`config.mk`:
```
export PLATFORM = sky130hd
export DESIGN_NAME = yexec_unit
export DESIGN_NICKNAME = d
export VERILOG_FILES = /design/src/rtl/yexec_pkg.sv /design/src/rtl/yexec_alu.sv /design/src/rtl/yexec_ccreg.sv /design/src/rtl/yexec_cond.sv /design/src/rtl/yexec_unit.sv
export SDC_FILE = /design/constraint.sdc
export NUM_CORES = 1
export LEC_CHECK = 0
export BUFFER_PORTS_ARGS = -buffer_cell sky130_fd_sc_hd__buf_2
export CAP_MARGIN = 10
export CORE_MARGIN = 3
export CORE_UTILIZATION = 35
export CTS_CLUSTER_SIZE = 25
export DETAILED_ROUTE_END_ITERATION = 12
export HOLD_SLACK_MARGIN = 0.08
export PLACE_DENSITY = 0.64
export SLEW_MARGIN = 20
export SYNTH_ARGS = -nofsm -noshare
export SYNTH_HDL_FRONTEND = slang
export SYNTH_SLANG_ARGS = --single-unit
```
`constraint.sdc`:
```
create_clock -name clk -period 4.7 [get_ports clk]
set_input_delay 0.235 -clock clk [delete_from_list [all_inputs] [get_ports clk]]
set_output_delay 0.235 -clock clk [all_outputs]
set_load 0.005 [all_outputs]
```
`src/rtl/yexec_pkg.sv`:
```
package yexec_pkg;
  localparam int FN_W = 4;

  typedef enum logic [FN_W-1:0] {
    OP_ADD = 4'd0,
    OP_SUB = 4'd1,
    OP_AND = 4'd2,
    OP_XOR = 4'd3
  } alu_op_e;

  typedef enum logic [FN_W-1:0] {
    CC_ALWAYS = 4'd0,
    CC_LE     = 4'd1,
    CC_LT     = 4'd2,
    CC_EQ     = 4'd3,
    CC_NE     = 4'd4,
    CC_GE     = 4'd5,
    CC_GT     = 4'd6
  } cond_e;

  typedef struct packed {
    logic zf;
    logic sf;
    logic of;
  } ccodes_t;

  localparam ccodes_t CC_RESET = '{zf: 1'b1, sf: 1'b0, of: 1'b0};

  // Predicate over stored flags for one condition code
  function automatic logic cond_pred(input ccodes_t cc, input logic [FN_W-1:0] code);
    logic lt;
    lt = cc.sf ^ cc.of;
    case (code)
      CC_ALWAYS: cond_pred = 1'b1;
      CC_LE:     cond_pred = lt | cc.zf;
      CC_LT:     cond_pred = lt;
      CC_EQ:     cond_pred = cc.zf;
      CC_NE:     cond_pred = ~cc.zf;
      CC_GE:     cond_pred = ~lt;
      CC_GT:     cond_pred = ~lt & ~cc.zf;
      default:   cond_pred = 1'b0;
    endcase
  endfunction
endpackage

```
`src/rtl/yexec_alu.sv`:
```
module yexec_alu
  import yexec_pkg::*;
#(
  parameter int W = 64
) (
  input  logic [W-1:0]    a_i,
  input  logic [W-1:0]    b_i,
  input  logic [FN_W-1:0] fn_i,
  input  logic            force_add_i,
  output logic [W-1:0]    res_o,
  output ccodes_t         nxt_cc_o,
  output logic            op_ok_o
);
  localparam int MSB = W - 1;

  logic [W-1:0] sum_v, dif_v;
  logic         add_ovf, sub_ovf, ovf;

  assign sum_v   = a_i + b_i;
  assign dif_v   = b_i - a_i;
  assign add_ovf = (a_i[MSB] == b_i[MSB]) && (sum_v[MSB] != a_i[MSB]);
  assign sub_ovf = (b_i[MSB] != a_i[MSB]) && (dif_v[MSB] != b_i[MSB]);

  always_comb begin
    res_o   = '0;
    ovf     = 1'b0;
    op_ok_o = 1'b1;
    if (force_add_i) begin
      res_o = sum_v;
      ovf   = add_ovf;
    end else begin
      case (fn_i)
        OP_ADD: begin res_o = sum_v; ovf = add_ovf; end
        OP_SUB: begin res_o = dif_v; ovf = sub_ovf; end
        OP_AND: res_o = a_i & b_i;
        OP_XOR: res_o = a_i ^ b_i;
        default: begin
          res_o   = '0;
          op_ok_o = 1'b0;
        end
      endcase
    end
  end

  always_comb begin
    nxt_cc_o.zf = (res_o == '0);
    nxt_cc_o.sf = res_o[MSB];
    nxt_cc_o.of = ovf;
  end
endmodule

```
`src/rtl/yexec_ccreg.sv`:
```
module yexec_ccreg
  import yexec_pkg::*;
(
  input  logic    clk,
  input  logic    rst_n,
  input  logic    we_i,
  input  ccodes_t d_i,
  output ccodes_t q_o
);
  always_ff @(posedge clk or negedge rst_n) begin
    if (!rst_n)    q_o <= CC_RESET;
    else if (we_i) q_o <= d_i;
  end
endmodule

```
`src/rtl/yexec_cond.sv`:
```
module yexec_cond
  import yexec_pkg::*;
(
  input  ccodes_t         cc_i,
  input  logic [FN_W-1:0] code_i,
  input  logic            en_i,
  output logic            take_o
);
  localparam int NCODES = 1 << FN_W;

  logic [NCODES-1:0] pred_tbl;

  for (genvar g = 0; g < NCODES; g++) begin : g_pred
    assign pred_tbl[g] = cond_pred(cc_i, FN_W'(g));
  end

  assign take_o = en_i & pred_tbl[code_i];
endmodule

```
`src/rtl/yexec_unit.sv`:
```
module yexec_unit
  import yexec_pkg::*;
#(
  parameter int W = 64
) (
  input  logic            clk,
  input  logic            rst_n,
  input  logic [W-1:0]    opnd_a_i,
  input  logic [W-1:0]    opnd_b_i,
  input  logic [FN_W-1:0] fn_i,
  input  logic            cond_cls_i,
  input  logic            set_flags_i,
  output logic [W-1:0]    result_o,
  output logic [2:0]      flags_o,
  output logic            cond_true_o
);
  ccodes_t nxt_cc, cur_cc;
  logic    op_ok, cc_we;

  yexec_alu #(.W(W)) u_alu (
    .a_i        (opnd_a_i),
    .b_i        (opnd_b_i),
    .fn_i       (fn_i),
    .force_add_i(cond_cls_i),
    .res_o      (result_o),
    .nxt_cc_o   (nxt_cc),
    .op_ok_o    (op_ok)
  );

  assign cc_we = set_flags_i & ~cond_cls_i & op_ok;

  yexec_ccreg u_ccreg (
    .clk  (clk),
    .rst_n(rst_n),
    .we_i (cc_we),
    .d_i  (nxt_cc),
    .q_o  (cur_cc)
  );

  yexec_cond u_cond (
    .cc_i  (cur_cc),
    .code_i(fn_i),
    .en_i  (cond_cls_i),
    .take_o(cond_true_o)
  );

  assign flags_o = cur_cc;
endmodule

```
======== Word level (Yosys, flattened, before mapping) ========
Index checks and enable logic that the tools add are counted.
storage, ports and cells
  output and inout bits ................... 68
  register bits after elaboration ......... 3
  input bits .............................. 136
  logic and storage cells ................. 37
cells by class
  reduce and logical (&&, ||, !) cells .... 5
  bitwise operators ....................... 11
  multiplexer cells ....................... 8
  order comparisons ....................... 1
  eq/ne operators ......................... 7
  $add $sub $neg .......................... 2
operators by type and width
  kind                                                                   count
  64-bit one-hot mux with 4 select lines                                 1
  64-bit adder                                                           1
  64-bit bitwise AND                                                     1
  64-bit logical NOT                                                     1
  64-bit two-way mux                                                     1
  64-bit subtractor                                                      1
  64-bit XOR                                                             1
  4-bit by 2-bit equality test with 1-bit output, second input constant  2
  4-bit by 5-bit < comparator with 1-bit output, second input constant   1
  1-bit bitwise AND                                                      4
  1-bit binary-select mux with 4-bit select                              1
  4-bit by 1-bit equality test with 1-bit output, second input constant  1
  4-bit logical NOT                                                      1
  1-bit two-way mux                                                      4
  4-bit OR reduction                                                     1
  1-bit inequality test                                                  3
  1-bit inverter                                                         3
  1-bit logical AND                                                      2
  1-bit one-hot mux with 2 select lines                                  1
  1-bit equality test                                                    1
  1-bit bitwise OR                                                       1
  1-bit XOR                                                              1

======== Depth between registers and ports, before layout ========
  depth after elaboration ................. 6
  gate-level depth with buffers ........... 17
  depth with buffers taken out ............ 16

======== Modules after synthesis ========
From an unflattened synthesis, not the netlist that was laid out.
second synthesis, totals
  cell total of the unflattened synthesis .. 1,815
  area, all modules ....................... 11,529.8 sq um
modules (own cells, without submodules)
  module       cells each  seq. area each (sq um)  area each (sq um)  instances
  yexec_alu    1,797       0.0                     11,322.1           1
  yexec_ccreg  6           76.3                    110.1              1
  yexec_cond   11          0.0                     88.8               1
  yexec_unit   1           0.0                     8.8                1

======== Least setup slack after synthesis ========
OpenSTA, ideal clock, no wires.
  kind .................................... input to register
  start point ............................. in opnd_a_i[1]
  end point ............................... reg u_ccreg.q_o[2] (netlist bit)
  setup slack ............................. 0.357 ns
  arrival time ............................ 4.284 ns
  path buffers ............................ 0
  cell stages on the path ................. 15
  setup time .............................. 0.059 ns
  data required time ...................... 4.641 ns
  cells stage by stage .................... inv_1 > ha_1 > nor2b_4 > o311ai_2 > a21boi_0 > a311oi_1 > xor2_1 > a22oi_1 > o21ai_1 > or4b_1 > or4_1 > or4b_1 > or4b_1 > nor4_1 > a21o_1
between the ends
  word-level cells in the longest chain between the ends .. 4
  elaborated cells between the ends (all ways) .. 7
  classes of those cells .................. add/sub (2); mux (2); bitwise (2); reduce/logical (1)
ends and longest elaborated chain
  element                                            RTL line                          text
  start, declared                                    yexec_unit.sv:8                   input logic [W-1:0] opnd_a_i,
  64-bit subtractor or 64-bit adder (tied branches)  yexec_alu.sv:20, yexec_alu.sv:19
  64-bit one-hot mux with 4 select lines             yexec_alu.sv:32                   case (fn_i)
  64-bit two-way mux *                               yexec_alu.sv:28                   if (force_add_i) begin
  net result_o[13]                                   yexec_unit.sv:13                  output logic [W-1:0] result_o,
  64-bit logical NOT *                               yexec_alu.sv:46                   nxt_cc_o.zf = (res_o == '0);
  end signal, assigned                               yexec_ccreg.sv:12                 else if (we_i) q_o <= d_i;
  end, declared                                      yexec_ccreg.sv:8                  output ccodes_t q_o
The timed path passes the listed nets; every way through them passes the cells marked *.
A chain may end at the register's enable or synchronous reset.

======== Worst setup path after layout ========
  start point ............................. in opnd_a_i[2]
  end point ............................... reg u_ccreg.q_o[2] (netlist bit)
between the ends
  word-level cells in the longest chain between the ends .. 4
  elaborated cells between the ends (all ways) .. 7
  classes of those cells .................. add/sub (2); mux (2); bitwise (2); reduce/logical (1)
ends and longest elaborated chain
  element                                          RTL line         text
  64-bit subtractor, or another cell as far along  yexec_alu.sv:20  assign dif_v = b_i - a_i;
  64-bit one-hot mux with 4 select lines           yexec_alu.sv:32
  64-bit two-way mux *                             yexec_alu.sv:28
  64-bit logical NOT *                             yexec_alu.sv:46
Mark *: on every way between the ends. The rest lies on a longest branch, timed or not.

==> impl_metrics.py <==
metrics = {
    "detailed_routing": {
        "dr.pass1.iters": 6,
        "wl_um": 67600,
        "drc_errors": 0,
        "post_drt_via_cell_ratio": 6.44,
        "vias": 17000,
        "wl_per_cell_um": 25.6,
        "drt_iter0_markers": 1951,
        "drtAntennaViolNets": 0,
    },
    "setup_path": {
        "regToRegStartpoint": "u_ccreg.q_o[2]",
        "cp.required_ns": 4.88,
        "startpoint": "opnd_a_i[2]",
        "end_kind": "flip-flop",
        "reg2reg_slack_ns": 3.93,
        "worstPathMaxFanout": 4,
        "rr_endpoint": "u_ccreg.q_o[2]",
        "critPathKind": "primary input to flip-flop",
        "crit_arrival_ns": 4.77,
        "setup.worst_path.end": "u_ccreg.q_o[2]",
        "rr_worst_depth": 1,
        "cp-start-kind": "primary input",
    },
    "clock_tree": {
        "worstSkewPairLatency_ns": 0.23,
        "clock-root-buffer": "clkbuf_16",
        "clockBufferDepth": 2,
        "cts_buffers": 3,
        "path_clk_slew_ns": 0.04,
        "cts.sinks": 3,
        "htreeDepth": 1,
        "cts_tree": "done",
    },
    "global_routing": {
        "grt_max_degree": 34,
        "grt_usage_pct": 37.5,
        "met3_usage_pct": 5.85,
        "grt.overflow.total": 0,
        "grt_pass1_wl_um": 98400,
        "antenna_found_initial": 3,
        "met1_usage_pct": 49.5,
        "grt_pass1_vias": 16100,
        "met2_usage_pct": 60.9,
        "gr-max-usage-layer": "met2",
    },
    "synthesis": {
        "synth_top_family_by_area": "compound AO/OA/AOI/OAI gates",
        "synth_area_per_cell_um2": 6.26,
        "synthAdderAreaFrac_pct": 14.6,
        "synth_cell_types": 89,
        "ys_seq_area_share_pct": 0.679,
        "synth_nets": 2062,
        "syn_area_um2": 11200,
        "synth_xor_area_share_pct": 3.74,
        "synthCells": 1796,
        "synth-simple-area-share_pct": 27.1,
        "synthMuxAreaShare_pct": 2.47,
        "synth_compound_area_share_pct": 42.7,
        "yosys_most_used_dff": "dfrtp_1",
        "yosysWarningCount": 0,
        "synth-seq-cells": 3,
        "synthArstFlopShare_pct": 100,
        "synth-edff-count": 0,
    },
    "job": {
        "maxCapViolations": 0,
    },
    "layout": {
        "syn2layout_area_growth_pct": 34.9,
        "fillers": 3351,
        "layout.nets": 2509,
        "regMostFlops": "u_ccreg.q_o",
        "finish.utilization_pct": 48.6,
        "design_area_um2": 15200,
        "top_regs": "u_ccreg.q_o (3)",
        "drive_gt1_share_pct": 27.5,
        "largest_reg_flops": 3,
    },
    "sta": {
        "worstMarginPinSlew_ns": 0.859,
        "hold_viol_final": 0,
        "fin_crit_ns": 4.59,
        "holdWs_ns": 0.344,
        "fin_worst_skew_ns": 0,
        "setup_viol": 0,
        "post-route-period-util_pct": 97.7,
        "finalMaxSlewViolations": 0,
        "fmax_mhz": 218,
        "max-slew-margin-rel_pct": 42.2,
    },
    "min_path": {
        "hold_class": "primary input to asynchronous set/reset pin",
    },
    "floorplan": {
        "ios": 204,
        "row_count": 64,
        "die_w_um": 185,
        "dieArea_um2": 34300,
        "die_height_um": 185,
        "core-area_um2": 31100,
        "start_util_pct": 36.1,
    },
    "placement": {
        "dpl.hpwl_um": 56500,
        "gp_congestion": 1.12,
        "placed_area_um2": 14900,
        "io_buffers": 203,
    },
    "pwr": {
        "power_w": 0.00244,
        "peakVddDrop_uv": 91.2,
        "power.density_nw_per_um2": 161,
        "power_leakage_nw": 7.12,
    },
    "run_status": {
        "status": "finished clean",
    },
}
## metrics by stage
stage               TNS, ns  setup WS, ns  instances
floorplan                 0         0.357       1796
finish                    0         0.110       2639
CTS                       0        0.0480       2636
global placement     -0.150        -0.150       2631
global route        -0.0407       -0.0407       2638
detailed placement   -0.191        -0.191       2631
## worst min path at each step
stage          startpoint        endpoint  slack [ns]  depth (start not counted)
5_1_grt             rst_n  u_ccreg.q_o[1]        0.36                          2
6_report            rst_n  u_ccreg.q_o[1]        0.34                          2
3_3_place_gp        rst_n  u_ccreg.q_o[0]        0.06                          1
2_1_floorplan       rst_n  u_ccreg.q_o[0]       -0.06                          0
4_1_cts             rst_n  u_ccreg.q_o[1]        0.35                          2
3_5_place_dp        rst_n  u_ccreg.q_o[1]        0.06                          1
## timing repair
item,in CTS,in global routing
endpoints found under the hold margin,3,0
hold buffers,1,0
gates resized for setup,0,31
setup buffers,0,2
setup endpoints to repair,0,2
## Yosys cell counts, types with 21 or more instances
cell type | n | area (um^2)
xnor2_1 | 38 | 333
inv_1 | 144 | 541
nand3_1 | 39 | 195
nor3_1 | 50 | 250
a211oi_1 | 25 | 188
o31ai_1 | 46 | 345
nor2_1 | 156 | 586
o211ai_1 | 30 | 225
a21oi_1 | 211 | 1060
nor4_1 | 51 | 319
a21o_1 | 29 | 218
ha_1 | 128 | 1600
nand2_1 | 167 | 627
o221ai_1 | 22 | 193
nand4_1 | 43 | 269
nor2b_1 | 22 | 138
mux2i_1 | 21 | 210
o21ai_0 | 114 | 571
clkbuf_1 | 79 | 297
## metal layers
layer / wire length (um) / vias to the layer above
li1: - / 7678
met1: 27900 / 7999
met2: 29400 / 1091
met3: 6420 / 232
met4: 3880 / 4
met5: 34 / -
## layout by cell type (no fill, tap or decap), types with 11 or more instances in the layout
cell type / synthesis / final
a21oi_1: 211 / 206
xnor2_1: 38 / 38
nor3_1: 50 / 48
nand3_1: 39 / 39
a31oi_1: 19 / 19
nand2_1: 167 / 167
a21o_1: 29 / 29
o21bai_1: 18 / 18
or3_1: 12 / 12
o211ai_1: 30 / 30
ha_1: 128 / 126
nand2b_1: 15 / 15
a221oi_1: 12 / 11
nand4_1: 43 / 43
mux2i_1: 21 / 21
buf_4: 4 / 347
buf_2: 8 / 203
a211oi_1: 25 / 25
nor4_1: 51 / 49
o21a_1: 20 / 20
o21ai_0: 114 / 112
and3_1: 18 / 18
a22oi_1: 16 / 16
o211a_1: 12 / 12
nor2b_1: 22 / 21
inv_1: 144 / 144
o221ai_1: 22 / 22
o31ai_1: 46 / 46
nor2_1: 156 / 151
o22ai_1: 11 / 11
## logic make-up (layout without fill, tap and decap cells)
group / after synthesis / in the layout
simple gates: 622 / 622
flops: 3 / 3
xor+xnor: 48 / 48
fa+ha+maj: 130 / 130
mux: 27 / 27
compound gates: 713 / 713
buf+inv: 253 / 699
other cells: 0 / 1
## critical path: stages
cell      delay [ns]
buf_2           0.09
inv_1           0.04
ha_1            0.31
buf_4           0.17
nor2b_2         0.17
o21a_1          0.18
or4_1           0.39
a31oi_1         0.24
o22ai_1         0.18
nor2_1          0.15
and4bb_1        0.23
or4b_1          0.45
or4_4           0.54
or4b_1          0.48
or4b_1          0.52
nor4_2          0.30
a21o_1          0.11
## where the power goes
group          internal (W)  leakage [nW]   total, W  switching (W)
combinational      0.000905          7.04    0.00226        0.00135
sequential        0.0000290        0.0370  0.0000318     0.00000283
clock              0.000113        0.0382   0.000146      0.0000328
## area by class of cell
| cell class | count | area (um^2) | share of cell area, % |
|---|---|---|---|
| multi-input combinational | 1540 | 10300 | 68.2 |
| antenna | 1 | 2.50 | 0.0165 |
| clock buffer | 4 | 78.8 | 0.520 |
| timing repair buffer | 551 | 3630 | 24.0 |
| inverter | 144 | 541 | 3.57 |
| sequential | 3 | 76.3 | 0.504 |
| tap | 396 | 495 | 3.27 |
Power figures use the tool's default switching activity.
